[config.mk]
export PLATFORM = sky130hd
export DESIGN_NAME = altmode_prefix_detector
export DESIGN_NICKNAME = d
export VERILOG_FILES = /design/src/rtl/altmode_pkg.sv /design/src/rtl/altmode_cfg.sv /design/src/rtl/altmode_matcher.sv /design/src/rtl/altmode_prefix_detector.sv
export SDC_FILE = /design/constraint.sdc
export NUM_CORES = 1
export LEC_CHECK = 0
export BUFFER_PORTS_ARGS = -buffer_cell sky130_fd_sc_hd__buf_2
export CAP_MARGIN = 25
export CORE_UTILIZATION = 43
export CTS_CLUSTER_SIZE = 14
export DETAILED_ROUTE_END_ITERATION = 12
export PLACE_DENSITY = 0.77
export SYNTH_ARGS = -nofsm -noshare
export SYNTH_HDL_FRONTEND = slang
export SYNTH_HIERARCHICAL = 1
export SYNTH_SLANG_ARGS = --single-unit
[constraint.sdc]
create_clock -name clk -period 1.8 [get_ports clk]
set_input_delay 0.18 -clock clk [delete_from_list [all_inputs] [get_ports clk]]
set_output_delay 0.18 -clock clk [all_outputs]
set_load 0.02 [all_outputs]
[src/rtl/altmode_pkg.sv]
package altmode_pkg;

    typedef enum logic [2:0] {
        ST_IDLE,
        ST_LNCH1,
        ST_BRA1,
        ST_BRA2,
        ST_BRB1,
        ST_BRB2,
        ST_PAYLD
    } match_st_e;

    localparam logic [7:0] LNCH_B0 = 8'h0F;
    localparam logic [7:0] LNCH_B1 = 8'h3F;
    localparam logic [7:0] BRA_B0  = 8'h8D;
    localparam logic [7:0] BRA_B1  = 8'h84;
    localparam logic [7:0] BRA_B2  = 8'h00;
    localparam logic [7:0] BRB_B0  = 8'h62;
    localparam logic [7:0] BRB_B1  = 8'h04;
    localparam logic [7:0] BRB_B2  = 8'h05;

    function automatic match_st_e first_state(input logic [7:0] b);
        if (b == LNCH_B0)     return ST_LNCH1;
        else if (b == BRA_B0) return ST_BRA1;
        else if (b == BRB_B0) return ST_BRB1;
        else                  return ST_IDLE;
    endfunction

endpackage

[src/rtl/altmode_cfg.sv]
module altmode_cfg #(
    parameter int              IDX_W     = 16,
    parameter int              DW        = 32,
    parameter logic [15:0]     CFG_INDEX = 16'h1107,
    parameter logic [31:0]     FEAT_CODE = 32'hC000_0001
) (
    input  logic             clk,
    input  logic             rst,
    input  logic             wr,
    input  logic             priv,
    input  logic [IDX_W-1:0] idx,
    input  logic [DW-1:0]    wdata,
    input  logic [31:0]      func,
    output logic [DW-1:0]    rdata,
    output logic [31:0]      feat,
    output logic             mode_en,
    output logic             prot_fault
);
    localparam logic [IDX_W-1:0] MY_IDX = IDX_W'(CFG_INDEX);

    logic [DW-1:0] cfg_q;

    always_ff @(posedge clk) begin
        if (rst) begin
            cfg_q      <= '0;
            prot_fault <= 1'b0;
        end else begin
            prot_fault <= wr && !priv;
            if (wr && priv && idx == MY_IDX)
                cfg_q <= wdata;
        end
    end

    assign mode_en = cfg_q[0];
    assign rdata   = (idx == MY_IDX) ? cfg_q : '0;
    assign feat    = (func == FEAT_CODE) ? {30'd0, mode_en, 1'b1} : 32'd0;
endmodule

[src/rtl/altmode_matcher.sv]
module altmode_matcher
    import altmode_pkg::*;
#(
    parameter int PAY_W  = 32,
    parameter int ADDR_W = 32
) (
    input  logic              clk,
    input  logic              rst,
    input  logic              byte_vld,
    input  logic [7:0]        byte_dat,
    input  logic [ADDR_W-1:0] host_acc,
    input  logic              mode_en,
    output logic              redirect_vld,
    output logic [ADDR_W-1:0] redirect_addr,
    output logic              ill_fault,
    output logic              alt_mode,
    output logic              payload_vld,
    output logic [PAY_W-1:0]  payload_dat
);
    localparam int             PAY_BYTES = PAY_W / 8;
    localparam int             CNT_W     = (PAY_BYTES > 1) ? $clog2(PAY_BYTES) : 1;
    localparam logic [CNT_W-1:0] CNT_LAST = CNT_W'(PAY_BYTES - 1);

    match_st_e        st, st_n;
    logic [CNT_W-1:0] cnt;
    logic [PAY_W-1:0] acc, acc_n;
    logic             launch_hit;
    logic             take_pay;

    // lane merge: the byte arriving now replaces the lane selected by cnt
    for (genvar i = 0; i < PAY_BYTES; i++) begin : g_lane
        assign acc_n[i*8 +: 8] = (cnt == CNT_W'(i)) ? byte_dat : acc[i*8 +: 8];
    end

    always_comb begin
        st_n       = st;
        launch_hit = 1'b0;
        take_pay   = 1'b0;
        if (byte_vld) begin
            unique case (st)
                ST_IDLE:  st_n = first_state(byte_dat);
                ST_LNCH1: begin
                    if (byte_dat == LNCH_B1) begin
                        launch_hit = 1'b1;
                        st_n       = ST_IDLE;
                    end else begin
                        st_n = first_state(byte_dat);
                    end
                end
                ST_BRA1:  st_n = (byte_dat == BRA_B1) ? ST_BRA2 : first_state(byte_dat);
                ST_BRA2:  begin
                    if (byte_dat == BRA_B2) st_n = alt_mode ? ST_PAYLD : ST_IDLE;
                    else                    st_n = first_state(byte_dat);
                end
                ST_BRB1:  st_n = (byte_dat == BRB_B1) ? ST_BRB2 : first_state(byte_dat);
                ST_BRB2:  begin
                    if (byte_dat == BRB_B2) st_n = alt_mode ? ST_PAYLD : ST_IDLE;
                    else                    st_n = first_state(byte_dat);
                end
                ST_PAYLD: begin
                    take_pay = 1'b1;
                    st_n     = (cnt == CNT_LAST) ? ST_IDLE : ST_PAYLD;
                end
                default:  st_n = ST_IDLE;
            endcase
        end
    end

    // state register
    always_ff @(posedge clk) begin
        if (rst) st <= ST_IDLE;
        else     st <= st_n;
    end

    // outputs and datapath
    always_ff @(posedge clk) begin
        if (rst) begin
            cnt           <= '0;
            acc           <= '0;
            redirect_vld  <= 1'b0;
            redirect_addr <= '0;
            ill_fault     <= 1'b0;
            alt_mode      <= 1'b0;
            payload_vld   <= 1'b0;
            payload_dat   <= '0;
        end else begin
            redirect_vld <= 1'b0;
            ill_fault    <= 1'b0;
            payload_vld  <= 1'b0;
            if (!mode_en) alt_mode <= 1'b0;
            if (launch_hit) begin
                if (mode_en) begin
                    redirect_vld  <= 1'b1;
                    redirect_addr <= host_acc;
                    alt_mode      <= 1'b1;
                end else begin
                    ill_fault <= 1'b1;
                end
            end
            if (take_pay) begin
                acc <= acc_n;
                if (cnt == CNT_LAST) begin
                    cnt         <= '0;
                    payload_vld <= 1'b1;
                    payload_dat <= acc_n;
                end else begin
                    cnt <= cnt + 1'b1;
                end
            end
        end
    end
endmodule

[src/rtl/altmode_prefix_detector.sv]
module altmode_prefix_detector #(
    parameter int          IDX_W     = 16,
    parameter int          DW        = 32,
    parameter int          PAY_W     = 32,
    parameter int          ADDR_W    = 32,
    parameter logic [15:0] CFG_INDEX = 16'h1107,
    parameter logic [31:0] FEAT_CODE = 32'hC000_0001
) (
    input  logic              clk,
    input  logic              rst,
    input  logic              byte_vld,
    input  logic [7:0]        byte_dat,
    input  logic [ADDR_W-1:0] host_acc,
    input  logic              cfg_wr,
    input  logic              cfg_priv,
    input  logic [IDX_W-1:0]  cfg_idx,
    input  logic [DW-1:0]     cfg_wdata,
    output logic [DW-1:0]     cfg_rdata,
    input  logic [31:0]       feat_func,
    output logic [31:0]       feat_word,
    output logic              prot_fault,
    output logic              redirect_vld,
    output logic [ADDR_W-1:0] redirect_addr,
    output logic              ill_fault,
    output logic              alt_mode,
    output logic              payload_vld,
    output logic [PAY_W-1:0]  payload_dat
);
    logic mode_en;

    altmode_cfg #(
        .IDX_W(IDX_W), .DW(DW), .CFG_INDEX(CFG_INDEX), .FEAT_CODE(FEAT_CODE)
    ) cfg_i (
        .clk(clk), .rst(rst), .wr(cfg_wr), .priv(cfg_priv), .idx(cfg_idx),
        .wdata(cfg_wdata), .func(feat_func), .rdata(cfg_rdata), .feat(feat_word),
        .mode_en(mode_en), .prot_fault(prot_fault)
    );

    altmode_matcher #(.PAY_W(PAY_W), .ADDR_W(ADDR_W)) match_i (
        .clk(clk), .rst(rst), .byte_vld(byte_vld), .byte_dat(byte_dat),
        .host_acc(host_acc), .mode_en(mode_en), .redirect_vld(redirect_vld),
        .redirect_addr(redirect_addr), .ill_fault(ill_fault), .alt_mode(alt_mode),
        .payload_vld(payload_vld), .payload_dat(payload_dat)
    );
endmodule

### Yosys cells after proc, flatten, opt, wreduce, memory -nomap -nowiden

Cells that the tools add are included.

* bits in read-only memories: 0
* memories: 0
* input bits: 125
* bits in latches: 0
* output and inout port bits: 133
* logic and storage cells: 72
* register bits after elaboration: 138
* memory bits (writable): 0

* $add $sub $neg: 1
* reductions and logical operators: 11
* magnitude comparators: 0
* bitwise logic cells: 2
* shift-type cells: 0
* div/mod/pow operators: 0
* mux-type cells: 29
* multiply operators: 0
* eq/ne operators: 18

Operator list (number)
* equality test 32 bit (second input constant): 1
* 2-to-1 mux 32 bit: 1
* 2-to-1 mux 8 bit: 4
* 2-to-1 mux 3 bit: 10
* one-hot mux 3 bit (7 select lines): 1
* equality test 16 x 13 -> 1 bit (second input constant): 1
* equality test 8 x 3 -> 1 bit (second input constant): 2
* equality test 8 bit (second input constant): 2
* 2-to-1 mux 1 bit: 11
* equality test 3 bit (second input constant): 3
* equality test 8 x 4 -> 1 bit (second input constant): 1
* equality test 8 x 6 -> 1 bit (second input constant): 1
* equality test 8 x 7 -> 1 bit (second input constant): 1
* logical NOT 8 bit: 1
* equality test 3 x 2 -> 1 bit (second input constant): 2
* equality test 2 bit (second input constant): 2
* 2-to-1 mux 2 bit: 2
* AND reduction 2 bit: 2
* OR reduction 2 bit: 2
* equality test 3 x 1 -> 1 bit (second input constant): 1
* logical AND 1 bit: 3
* logical NOT 3 bit: 1
* adder 2 x 1 -> 2 bit (second input constant): 1
* equality test 2 x 1 -> 1 bit (second input constant): 1
* 3 further kinds: 4

### Depth between registers and ports, before layout

Gate-level depths: netlist of the first run.

* depth after elaboration: 6
* gate-level depth with buffers: 8
* mapped depth without buffers: 6

### Modules after synthesis

Netlist of the first run, hierarchy kept.

By module, submodules not included
* altmode_matcher: instances 1, cells each 451, seq. area each 1941.9 sq um, area an instance 3802.4 sq um
* altmode_cfg: instances 1, cells each 226, seq. area each 660.6 sq um, area an instance 2072.0 sq um

### Worst setup path before layout of the first run

No wires, ideal clock.

* path type: reg2reg
* start point: register match_i.st[2]
* end point: register match_i.redirect_addr[10]
* path buffers: 1
* clock period less this slack: 1770 ps
* arrival time: 1637 ps
* path slack: 30 ps
* data required time: 1668 ps
* setup time: 132 ps
* cell stages (with the launch flop): 7
* cell sequence: dfxtp_1 > or4b_4 > nor4_4 > nand2_1 > clkbuf_1 > nand2_1 > a21oi_1

* longest elaborated chain between the ends: 4

RTL lines
* start: declaration: RTL line altmode_matcher.sv:24 `match_st_e st, st_n;`
* start signal: assignment: RTL line altmode_matcher.sv:72 `else st <= st_n;`
* equality test 3 x 1 -> 1 bit
* 2-to-1 mux 1 bit: RTL line altmode_matcher.sv:40 `unique case (st)`
* 2-to-1 mux 1 bit: RTL line altmode_matcher.sv:39 `if (byte_vld) begin`
* AND reduction 2 bit (no source line)
* end signal: assignment: RTL line altmode_matcher.sv:94 `redirect_addr <= host_acc;`
* end: declaration: RTL line altmode_matcher.sv:14 `output logic [ADDR_W-1:0] redirect_addr,`

No other way between the ends.
A chain may end at the register's enable or synchronous reset.

### Worst setup path in the final report of the first run

* start point: input port cfg_idx[14]
* end point: output port cfg_rdata[5]

* longest elaborated chain between the ends: 2

RTL lines
* start: declaration: RTL line altmode_prefix_detector.sv:16 `input logic [IDX_W-1:0] cfg_idx,`
* equality test 16 x 13 -> 1 bit: RTL line altmode_cfg.sv:35 `assign rdata = (idx == MY_IDX) ? cfg_q : '0;`
* 2-to-1 mux 32 bit: RTL line altmode_cfg.sv:35
* end: declaration: RTL line altmode_prefix_detector.sv:18 `output logic [DW-1:0] cfg_rdata,`

No other way between the ends.

==> metrics.md, run 1 <==
| Metric | Value |
|---|---|
| Status | `finished with violations` |
| Failing checks | `setup timing` |
| GRT Total Usage | `23.0%` |
| Clock sinks | `130` |
| Vias in the first global route | `5,234` |
| Cell variety after synth | `41` |
| CTS tree | `done` |
| DP Area | `7150 um2` |
| RR Endpoint | `match_i/redirect_addr[19]` |
| Die ar. | `14,100 um2` |
| DR vias | `5,535` |
| Clock buffer count from CTS | `17` |
| Slew Viols, Final | `0` |
| Clk Latency, worst-skew pair | `410 ps` |
| F_max | `534 MHz` |
| Gpl congestion | `0.828` |
| Fill cell count | `1,070` |
| Worst Setup Slack, final | `-73.9 ps` |
| Fin area | `8650 um2` |
| Clk buf depth | `2` |
| Register area | `2600 um2` |
| DR vias/cell | `4.93` |
| Hold Path Class | `input pin to register` |
| Worst Path Required | `1620 ps` |
| WL final | `17,100 um` |
| Family with the most delay on the worst path | `simple AND/OR/NAND/NOR gates` |
| FP Rows | `42` |
| Worst Hold End | `match_i/redirect_addr[0]` |
| Initial Util | `44.2%` |
| Routed wire per std cell | `15.2 um` |
| Lkg Pwr | `0.00372 uW` |
| Critical Path AT | `1690 ps` |
| Final hold viol count | `0` |
| Io pins | `258` |
| Max Cap Viol | `0` |
| 1st-iter DRT viols | `263` |
| Worst R2R Setup Slack | `-70 ps` |
| Sequential-to-total area share from yosys stat | `44.3%` |
| CP max stage cell | `or4b_4` |
| Core Region | `13,300 um2` |
| # DRC | `0` |
| Die Span X | `119 um` |
| Hold_ws | `19.9 ps` |
| Worst Setup End Kind | `output pin` |
| Synthesized instance count | `677` |
| Relative slew margins | `62.0%` |
| Layout area overhead | `47.2%` |
| First-pass GRT wire length | `25,600 um` |
| 1st-pass router iterations | `4` |
| FF-to-FF Start | `match_i/st[2]` |
| Register bit total from synthesis | `130` |
| Final net count | `1,062` |
| Worst Skew | `10.5 ps` |
| Setup violations, final | `34` |
| Worst path max stage delay | `520 ps` |
| Buf/Inv on CP | `4` |
| RSZ-0062 raised after global routing | `yes` |
| Maximum VDD drop | `0.717 mV` |
| Crit path cell chain | `buf_2, or4b_4, nor4_4, buf_6, buf_8, and2_4, buf_6` |
| Clk slew on worst S/H paths | `60 ps` |
| Largest net degree at the start of global routing | `72` |
| Die height | `119 um` |
| R2R depth | `6` |
| PD cells | `793 nW/um2` |
| Layout cell share with drive strength beyond 1 | `39.4%` |
| Number of inserted diodes | `0` |
| Area occupied by multi-input gates | `3100 um2` |
| Number of synthesized flops with an enable pin | `0` |
| Final worst path period need | `1870 ps` |
| Commonest register cell after synthesis | `dfxtp_1` |
| Total Power | `6860 uW` |
| Yosys warning total | `6` |
| Syn_area_per_cell | `8.68 um2` |
| Post-route ant nets | `0` |
| Period utilization | `104%` |
| Worst-Margin Slew | `569 ps` |
| Clk root buf | `clkbuf_16` |
| Initial antenna violation count | `0` |
| Detailed placer's ending HPWL | `10,200 um` |
| GRT overflow | `0` |
| Share of the synthesized area in the top cell type | `44.3%` |
| Post-synth ARST share | `0%` |
| Buffers on Ports | `227` |
| CP max FO | `7` |
| Post-Syn Area | `5870 um2` |
| Setup WS pre-CTS | `-153 ps` |
| Crit-path most repeated cell | `buf_6` |
| Crit path kind | `input pin to output pin` |
| Hold depth | `3` |
| Largest cells by area after synthesis | `dfxtp_1 44%, mux2i_1 9.7%, nand2_1 7.9%` |
| Min-delay src | `host_acc[0]` |
| Yosys top cell by area | `dfxtp_1` |
| TNS Setup | `-1600 ps` |
| H-Tree Depth | `4` |
| Setup crit start kind | `input pin` |
## layout make-up
cell class / instances / area share, %
Inverter: 5 / 0.217
Tap cell: 176 / 2.55
Timing Repair Buffer: 292 / 24.1
Multi-Input combinational cell: 487 / 35.9
Clock buffer: 20 / 5.28
Clock inverter: 12 / 1.81
Sequential cell: 130 / 30.1
## repair_timing
action / CTS / global route
hold buffers: 28 / 0
pin swaps: 20 / 24
setup buffers: 3 / 0
gates cloned: 2 / 3
endpoints found under the setup margin: 63 / 65
hold endpoints to repair: 28 / 0
resized for setup: 84 / 67
## placed cells by master (no fill, tap or decap), drive strengths merged, types with 8 or more instances in the layout
cell type	count
o21ai	26
and2	35
dfxtp	130
nor4	9
conb	30
mux2i	57
a21oi	60
nand2	124
clkbuf	23
dlygate4sd3	28
nand3	28
buf	261
a22o	8
nand2b	64
## worst max-delay path by stage
stage	startpoint	end	slack [ps]	cells past startpoint
finish	cfg_idx[14]	cfg_rdata[5]	-70	7
global route	match_i/st[2]	match_i/redirect_addr[19]	-170	6
CTS	cfg_idx[6]	cfg_rdata[26]	-40	7
detailed placement	cfg_idx[4]	cfg_rdata[15]	-150	6
global placement	cfg_idx[4]	cfg_rdata[17]	-80	6
floorplan	match_i/st[2]	match_i/redirect_addr[10]	30	6
## tightest hold or removal path: stages
cell     delay [ps]
buf_2           100
nand2_1          50
a21oi_1          50
## report_power, final
part | switching (uW) | internal, uW | total [uW] | leakage (uW)
Combinational | 243 | 207 | 450 | 0.00238
Sequential | 0.246 | 2880 | 2880 | 0.00105
Clock | 1280 | 2250 | 3530 | 0.000289
## metrics by stage
stage          utilization [%]  instances
5_1_grt                   65.0       1122
2_1_floorplan                -        706
3_5_place_dp              53.7       1054
6_report                  65.0       1122
3_3_place_gp              53.7       1054
4_1_cts                   62.8       1119
## cell usage after synthesis (all sizes together) (2+ instances only)
master  instances
dfxtp         130
nand2         124
nand2b         64
a21oi          60
mux2i          57
clkbuf         43
buf            41
and2           35
nand3          28
o21ai          26
nor4            9
a22o            8
nor2            7
nand4           6
inv             5
nor3b           5
ha              4
nor3            4
nand4b          3
or4b            3
nor4b           2
## sequential cells by signal, indices dropped and copies added, names as in the netlist
signal,flops
cfg_i/cfg_q,32
match_i/payload_dat,32
match_i/redirect_addr,32
match_i/acc,24
match_i/st,3
match_i/cnt,2
cfg_i/prot_fault,1
match_i/alt_mode,1
match_i/ill_fault,1
match_i/payload_vld,1
match_i/redirect_vld,1
## metal layers
metal | wire length [um] | part of all wire, % | GRT usage [%]
met2 | 8450 | 49 | 38.1
met5 | 0 | 0 | 0
met4 | 304 | 1.8 | 10.8
met3 | 1030 | 6.0 | 6.56
met1 | 7310 | 43 | 27.4
## cells by family after synthesis
family          share of synthesized area [%]
xor+xnor                                0.149
compound gates                           9.29
flops                                    44.3
buf+inv                                  9.05
mux                                      9.71
simple gates                             26.6
other cells                            0.0638
fa+ha+maj                               0.852
No activity file was read; power rests on OpenSTA's default activity.
==> run 2: changes to the inputs <==
--- a/config.mk
+++ b/config.mk
@@ -11,6 +11,7 @@
 export CTS_CLUSTER_SIZE = 14
 export DETAILED_ROUTE_END_ITERATION = 12
 export PLACE_DENSITY = 0.77
+export SKIP_LAST_GASP = 1
 export SYNTH_ARGS = -nofsm -noshare
 export SYNTH_HDL_FRONTEND = slang
 export SYNTH_HIERARCHICAL = 1
==> constraint.sdc (replaced) <==
create_clock -name clk -period 1.8 [get_ports clk]
set_input_delay 0.09 -clock clk [delete_from_list [all_inputs] [get_ports clk]]
set_output_delay 0.09 -clock clk [all_outputs]
set_load 0.02 [all_outputs]
==> run 2 against run 1 <==
  * The flow now finishes without violations
  * Sequential share of layout area grew 0.54 points
  * First-iteration DRC count increased by 31%
  * Sequential power is essentially flat
  * Global-route usage shrank 0.30 points
  * Final area shrank 1.8%
  * Flip-flop and latch count did not move
  * Total power increased by 0.28%
  * Hold slack improved by 27 ps
  * Non-clock buffer count is 32 higher
  * Setup slack improved by 120 ps
  * Largest cell class unchanged
  * Largest power group unchanged
  * Highest routed layer unchanged
==> metrics.md, run 2 (synthesized netlist as in run 1, its figures left out) <==
| Metric | Value |
|---|---|
| Layout cell share with drive strength beyond 1 | `31.0% (was 39.4%)` |
| Max Cap Viol | `0 (unchanged)` |
| Total Power | `6880 uW (was 6860 uW)` |
| Io pins | `258 (unchanged)` |
| Detailed placer's ending HPWL | `10,300 um (was 10,200 um)` |
| Die ar. | `14,100 um2 (unchanged)` |
| Clk Latency, worst-skew pair | `410 ps (about the same)` |
| Cell Count, Final, Fillers Out | `1,153 (was 1,122)` |
| Most frequent cells in the layout | `226 x buf_2, 130 x dfxtp_1, 124 x nand2_1, 68 x dlygate4sd3_1, 64 x nand2b_1 (was 192 x buf_2, 129 x dfxtp_1, 109 x nand2_1, 64 x nand2b_1, 57 x mux2i_1)` |
| Register area | `2600 um2 (about the same)` |
| Placed instance count | `1,050 (was 1,054)` |
| # DRC | `0 (unchanged)` |
| Setup crit start kind | `input pin (unchanged)` |
| Fill cell count | `1,082 (was 1,070)` |
| Worst Skew | `6.76 ps (was 10.5 ps)` |
| Hold_ws | `46.9 ps (was 19.9 ps)` |
| FP Rows | `42 (unchanged)` |
| Clock sinks | `130 (unchanged)` |
| PD cells | `810 nW/um2 (was 793 nW/um2)` |
| Crit path cell chain | `buf_2, or4b_4, nor4_4, buf_4, buf_6, and2_1, buf_2 (was buf_2, or4b_4, nor4_4, buf_6, buf_8, and2_4, buf_6)` |
| Most common cell after layout, fill and taps aside | `buf_2 (unchanged)` |
| Core Region | `13,300 um2 (unchanged)` |
| Gpl congestion | `0.849 (was 0.828)` |
| CP max stage cell | `or4b_4 (unchanged)` |
| Clk root buf | `clkbuf_16 (unchanged)` |
| CP max FO | `16 (was 7)` |
| DP Area | `7130 um2 (was 7150 um2)` |
| Routed wire per std cell | `14.3 um (was 15.2 um)` |
| Clock buffer count from CTS | `17 (unchanged)` |
| Worst-Margin Slew | `518 ps (was 569 ps)` |
| Worst Path Required | `1710 ps (was 1620 ps)` |
| Final worst path period need | `1750 ps (was 1870 ps)` |
| Status | `complete, no violations (was finished with violations)` |
| Initial antenna violation count | `0 (unchanged)` |
| Lkg Pwr | `0.00368 uW (was 0.00372 uW)` |
| Slew Viols, Final | `0 (unchanged)` |
| Crit-path most repeated cell | `buf_2 (was buf_6)` |
| Post-route ant nets | `0 (unchanged)` |
| First-pass GRT wire length | `25,600 um (unchanged)` |
| Worst path max stage delay | `540 ps (was 520 ps)` |
| Final net count | `1,094 (was 1,062)` |
| Largest net degree at the start of global routing | `70 (was 72)` |
| WL final | `16,500 um (was 17,100 um)` |
| Maximum VDD drop | `0.598 mV (was 0.717 mV)` |
| Clk slew on worst S/H paths | `50 ps (was 60 ps)` |
| RSZ-0062 raised after global routing | `yes (unchanged)` |
| Hold Path Class | `input pin to register (unchanged)` |
| Crit path kind | `input pin to output pin (unchanged)` |
| Worst Setup End Kind | `output pin (unchanged)` |
| Period utilization | `97.4% (was 104%)` |
| Setup violations, final | `0 (was 34)` |
| GRT overflow | `0 (unchanged)` |
| Buffers on Ports | `227 (unchanged)` |
| Number of inserted diodes | `0 (unchanged)` |
| F_max | `571 MHz (was 534 MHz)` |
| GRT Total Usage | `22.7% (was 23.0%)` |
| Initial Util | `44.2% (unchanged)` |
| Relative slew margins | `65.2% (was 62.0%)` |
| Fin area | `8490 um2 (was 8650 um2)` |
| 1st-iter DRT viols | `344 (was 263)` |
| Top flop regs | `cfg_i/cfg_q x32, match_i/payload_dat x32, match_i/redirect_addr x32 (unchanged)` |
| DR vias | `5,609 (was 5,535)` |
| Die Span X | `119 um (unchanged)` |
| Vias in the first global route | `5,340 (was 5,234)` |
| Area occupied by multi-input gates | `2890 um2 (was 3100 um2)` |
| Layout area overhead | `44.5% (was 47.2%)` |
| CTS tree | `done (unchanged)` |
| Clk buf depth | `2 (unchanged)` |
| TNS Setup | `0 ps (was -1600 ps)` |
| Critical Path AT | `1660 ps (was 1690 ps)` |
| H-Tree Depth | `4 (unchanged)` |
| DR vias/cell | `4.86 (was 4.93)` |
| Die height | `119 um (unchanged)` |
| Final hold viol count | `0 (unchanged)` |
| 1st-pass router iterations | `5 (was 4)` |
run 2: cell types whose count changed in the layout (fill, tap and decap cells not counted), moves of 9 or more:
cell / delta
dlygate4sd3_1: +40
buf_2: +34
buf_6: -33
and2_1: +27
and2_4: -27
a21oi_1: +18
a21oi_2: -18
nand2_1: +15
nand2_4: -9
run 2: per-stage QoR:
| stage | setup slack (ps) | util (%) |
|---|---|---|
| floorplan | 30.5 | - |
| global placement | -18.8 | 53.6 |
| detailed placement | -30.1 | 53.6 |
| CTS | 47.9 | 63.3 |
| global route | -26.1 | 63.9 |
| finish | 47.2 | 63.9 |
run 2: layer usage:
metal  wire length, um  GRT usage [%]  vias to the layer above
li1                  -              -                     2775
met1              7100           26.9                     2605
met2              8130           39.5                      207
met3              1010           6.23                       22
met4               276           7.28                        0
met5                 0              0                        -
run 2: final timing paths:
check,from,end,slack (ps),cells after the start
max,cfg_idx[15],cfg_rdata[6],50,7
min,byte_dat[7],match_i/acc[23],50,3
max reg2reg,match_i/st[2],match_i/redirect_addr[0],50,6
min reg2reg,match_i/payload_dat[4],match_i/payload_dat[4],440,2
run 2: worst max-delay path, delay by kind of cell:
family / cells / cell delay, ps
AND/OR/NAND/NOR: 3 / 950
buffers and inverters: 4 / 610
run 2: final cells by class:
cell class	count	share of cell area [%]
Tap cell	176	2.59
Inverter	5	0.221
Timing Repair Buffer	324	25.5
Multi-Input combinational cell	487	34.0
Clock inverter	12	1.86
Clock buffer	19	5.22
Sequential cell	130	30.7
run 2: power breakdown:
| group | total (uW) | internal, uW | switching [uW] |
|---|---|---|---|
| registers | 2880 | 2880 | 0.234 |
| logic | 505 | 260 | 244 |
| clock network | 3490 | 2210 | 1280 |
run 2: repair_timing:
item | 4_1_cts | 5_1_grt
pin swaps | 1 | 0
hold buffers | 68 | 0
setup buffers | 0 | 1
hold endpoints to repair | 68 | 0
resized for setup | 1 | 11
setup endpoints to repair | 32 | 57
gates cloned | 0 | 3
==> run 3: changes to the inputs <==
--- a/config.mk
+++ b/config.mk
@@ -5,12 +5,13 @@
 export SDC_FILE = /design/constraint.sdc
 export NUM_CORES = 1
 export LEC_CHECK = 0
+export ABC_AREA = 1
 export BUFFER_PORTS_ARGS = -buffer_cell sky130_fd_sc_hd__buf_2
 export CAP_MARGIN = 25
 export CORE_UTILIZATION = 43
 export CTS_CLUSTER_SIZE = 14
 export DETAILED_ROUTE_END_ITERATION = 12
-export PLACE_DENSITY = 0.77
+export PLACE_DENSITY = 0.76
 export SKIP_LAST_GASP = 1
 export SYNTH_ARGS = -nofsm -noshare
 export SYNTH_HDL_FRONTEND = slang
==> run 3 against run 2 <==
  * Clock skew is 1.9 ps higher
  * Area after synthesis is 1.1% higher
  * Total power is 5.7% lower
  * Critical path depth is 1 higher
  * Maximum frequency is 9.0% higher
  * Flip-flop and latch count stayed put
  * Core utilization is 1.8 points lower
  * Via count is 13% higher
  * Largest power group unchanged
  * Highest routed layer unchanged
==> metrics.md, run 3 <==
| Metric | Value |
|---|---|
| Max Cap Viol | `0 (unchanged)` |
| Final Util | `62.1% (was 63.9%)` |
| R2R depth | `8 (was 6)` |
| FP Rows | `42 (unchanged)` |
| CP max FO | `32 (was 16)` |
| Most frequent cells in the layout | `227 x buf_2, 205 x nor2_1, 187 x nand2_1, 129 x dfxtp_1, 87 x o21ai_0 (was 226 x buf_2, 130 x dfxtp_1, 124 x nand2_1, 68 x dlygate4sd3_1, 64 x nand2b_1)` |
| Hold Path Class | `input pin to register (unchanged)` |
| Number of inserted diodes | `0 (unchanged)` |
| Clk slew on worst S/H paths | `50 ps (about the same)` |
| Initial antenna violation count | `0 (unchanged)` |
| GRT Total Usage | `25.1% (was 22.7%)` |
| Cell variety after synth | `27 (was 41)` |
| Synthesized instance count | `882 (was 677)` |
| RSZ-0062 raised after global routing | `no (was yes)` |
| Routed wire per std cell | `13.0 um (was 14.3 um)` |
| Setup crit start kind | `register (was input pin)` |
| Worst Setup End Kind | `register (was output pin)` |
| GR met3 Demand/Resource | `7.65% (was 6.23%)` |
| Status | `complete, no violations (unchanged)` |
| Period utilization | `89.3% (was 97.4%)` |
| # DRC | `0 (unchanged)` |
| Met2 Use GR | `40.3% (was 39.5%)` |
| Initial Util | `44.5% (was 44.2%)` |
| Final net count | `1,290 (was 1,094)` |
| DR vias | `6,348 (was 5,609)` |
| Io pins | `258 (unchanged)` |
| Worst Skew | `8.68 ps (was 6.76 ps)` |
| Critical path endpoint | `match_i/payload_dat[28] (was cfg_rdata[6])` |
| Post-synth ARST share | `0% (unchanged)` |
| TNS Setup | `0 ps (unchanged)` |
| Die height | `120 um (was 119 um)` |
| Die ar. | `14,300 um2 (was 14,100 um2)` |
| Worst-Margin Slew | `605 ps (was 518 ps)` |
| 1st-iter DRT viols | `423 (was 344)` |
| Gpl congestion | `0.853 (was 0.849)` |
| FF-to-FF Start | `match_i/st[2] (unchanged)` |
| Top flop regs | `cfg_i/cfg_q x32, match_i/payload_dat x32, match_i/redirect_addr x32 (unchanged)` |
| Final hold viol count | `0 (unchanged)` |
| WL final | `17,600 um (was 16,500 um)` |
| PD cells | `783 nW/um2 (was 810 nW/um2)` |
| Lkg Pwr | `0.00427 uW (was 0.00368 uW)` |
| Gr busiest metal | `met2 (unchanged)` |
| Post-Syn Area | `5940 um2 (was 5870 um2)` |
| RR Endpoint | `match_i/payload_dat[28] (was match_i/redirect_addr[0])` |
| Share of the synthesized area in the top cell type | `43.8% (was 44.3%)` |
| Fill cell count | `1,161 (was 1,082)` |
| Worst R2R Setup Slack | `190 ps (was 50 ps)` |
| Slew Viols, Final | `0 (unchanged)` |
| F_max | `622 MHz (was 571 MHz)` |
| First-pass GRT wire length | `28,300 um (was 25,600 um)` |
| Syn_area_per_cell | `6.73 um2 (was 8.68 um2)` |
| Most common cell after layout, fill and taps aside | `buf_2 (unchanged)` |
| Largest net degree at the start of global routing | `73 (was 70)` |
| Yosys top cell by area | `dfxtp_1 (unchanged)` |
| Relative slew margins | `59.7% (was 65.2%)` |
| Clk Latency, worst-skew pair | `420 ps (was 410 ps)` |
| Maximum VDD drop | `0.617 mV (was 0.598 mV)` |
| Critical Path AT | `1910 ps (was 1660 ps)` |
| Clk root buf | `clkbuf_16 (unchanged)` |
| Final worst path period need | `1610 ps (was 1750 ps)` |
| DR vias/cell | `4.71 (was 4.86)` |
| Layout area overhead | `39.6% (was 44.5%)` |
| 1st-pass router iterations | `4 (was 5)` |
| Vias in the first global route | `6,077 (was 5,340)` |
| Sequential-to-total area share from yosys stat | `43.8% (was 44.3%)` |
| CP startpoint | `match_i/st[2] (was cfg_idx[15])` |
| GRT overflow | `0 (unchanged)` |
| Worst Path Required | `2100 ps (was 1710 ps)` |
| Clk buf depth | `2 (unchanged)` |
| Core Region | `13,300 um2 (about the same)` |
| Number of synthesized flops with an enable pin | `0 (unchanged)` |
| Buffers on Ports | `227 (unchanged)` |
| Synth top cells by count | `205 x nor2_1, 187 x nand2_1, 130 x dfxtp_1, 87 x o21ai_0, 82 x inv_1 (was 130 x dfxtp_1, 124 x nand2_1, 64 x nand2b_1, 60 x a21oi_1, 57 x mux2i_1)` |
| Die Span X | `120 um (was 119 um)` |
| Met1 usage | `30.3% (was 26.9%)` |
| Crit path kind | `register to register (was input pin to output pin)` |
| Largest cells by area after synthesis | `dfxtp_1 44%, nor2_1 13%, nand2_1 12% (was dfxtp_1 44%, mux2i_1 9.7%, nand2_1 7.9%)` |
| Total Power | `6490 uW (was 6880 uW)` |
| Register bit total from synthesis | `130 (unchanged)` |
| Count leader, synth | `nor2_1 (was dfxtp_1)` |
| Layout cell share with drive strength beyond 1 | `24.6% (was 31.0%)` |
| Detailed placer's ending HPWL | `10,900 um (was 10,300 um)` |
| Post-route ant nets | `0 (unchanged)` |
| Yosys warning total | `6 (unchanged)` |
| Commonest register cell after synthesis | `dfxtp_1 (unchanged)` |
| H-Tree Depth | `4 (unchanged)` |
| Clock buffer count from CTS | `17 (unchanged)` |
| Setup violations, final | `0 (unchanged)` |
| Clock sinks | `130 (unchanged)` |
| CTS tree | `done (unchanged)` |
==> run 3: cell count changes after synthesis, sizes merged, moves of 7 or more <==
cell    before  now
inv          5   86
buf         41   48
nor4         9    0
a21oi       60   30
a22o         8    0
o21ai       26   93
clkbuf      43   29
nand2      124  189
nand3       28   49
nor2         7  210
and2        35    0
mux2i       57    0
nand2b      64    0
==> run 3: layout make-up <==
| cell class | instances | area (um2) | share of cell area, % |
|---|---|---|---|
| clock buffer | 22 | 484 | 5.84 |
| inverter | 87 | 327 | 3.94 |
| clock inverter | 9 | 57.6 | 0.694 |
| sequential | 130 | 2600 | 31.4 |
| multi-input combinational | 617 | 2660 | 32.1 |
| timing repair buffer | 308 | 1940 | 23.4 |
| tap | 176 | 220 | 2.66 |
==> run 3: metrics by stage <==
stage               hold slack [ps]  instance area (um2)  worst slack, ps  cells
detailed placement              264                 7070              126   1250
finish                         11.3                 8290              192   1349
floorplan                       162                 6050              379    911
global placement                261                 7070              207   1250
CTS                            1.38                 8290              114   1349
global route                   23.6                 8290             15.6   1349
==> run 3: where the power goes <==
| group | internal (uW) | switching (uW) |
|---|---|---|
| Sequential | 2880 | 0.385 |
| Combinational | 224 | 235 |
| Clock | 1880 | 1260 |
==> run 3: worst min path at each step <==
stage,from,endpoint,cells past startpoint
after floorplan,cfg_priv,cfg_i/prot_fault,1
after CTS,byte_dat[2],match_i/payload_dat[26],3
final,byte_dat[2],match_i/payload_dat[26],3
after global placement,cfg_priv,cfg_i/prot_fault,2
after detailed placement,cfg_priv,cfg_i/prot_fault,2
after global routing,rst,match_i/redirect_vld,2
==> run 3: repair_timing <==
item,in CTS,in global routing
hold buffers,68,0
setup buffers,0,0
endpoints found under the hold margin,68,0
setup endpoints to repair,0,26
gates resized for setup,0,1
==> run 3: layer usage <==
layer	routed length (um)	up-vias
li1	-	3227
met1	7510	2842
met2	8390	232
met3	1160	47
met4	518	0
met5	0	-
==> run 3: cells by family after synthesis <==
group,Yosys count,share of synthesized area [%]
simple gates,460,31.5
buf+inv,164,13.3
flops,130,43.8
compound gates,123,10.5
fa+ha+maj,4,0.843
other cells,1,0.0631
==> run 3: worst max-delay path, cell delays in order, from the launching register on <==
cell and delay [ps]:
dfxtp_1 450, inv_2 100, nor3_4 220, nand2_2 80
nor2_2 110, inv_2 70, buf_4 250, nand3_1 120
o21ai_0 90
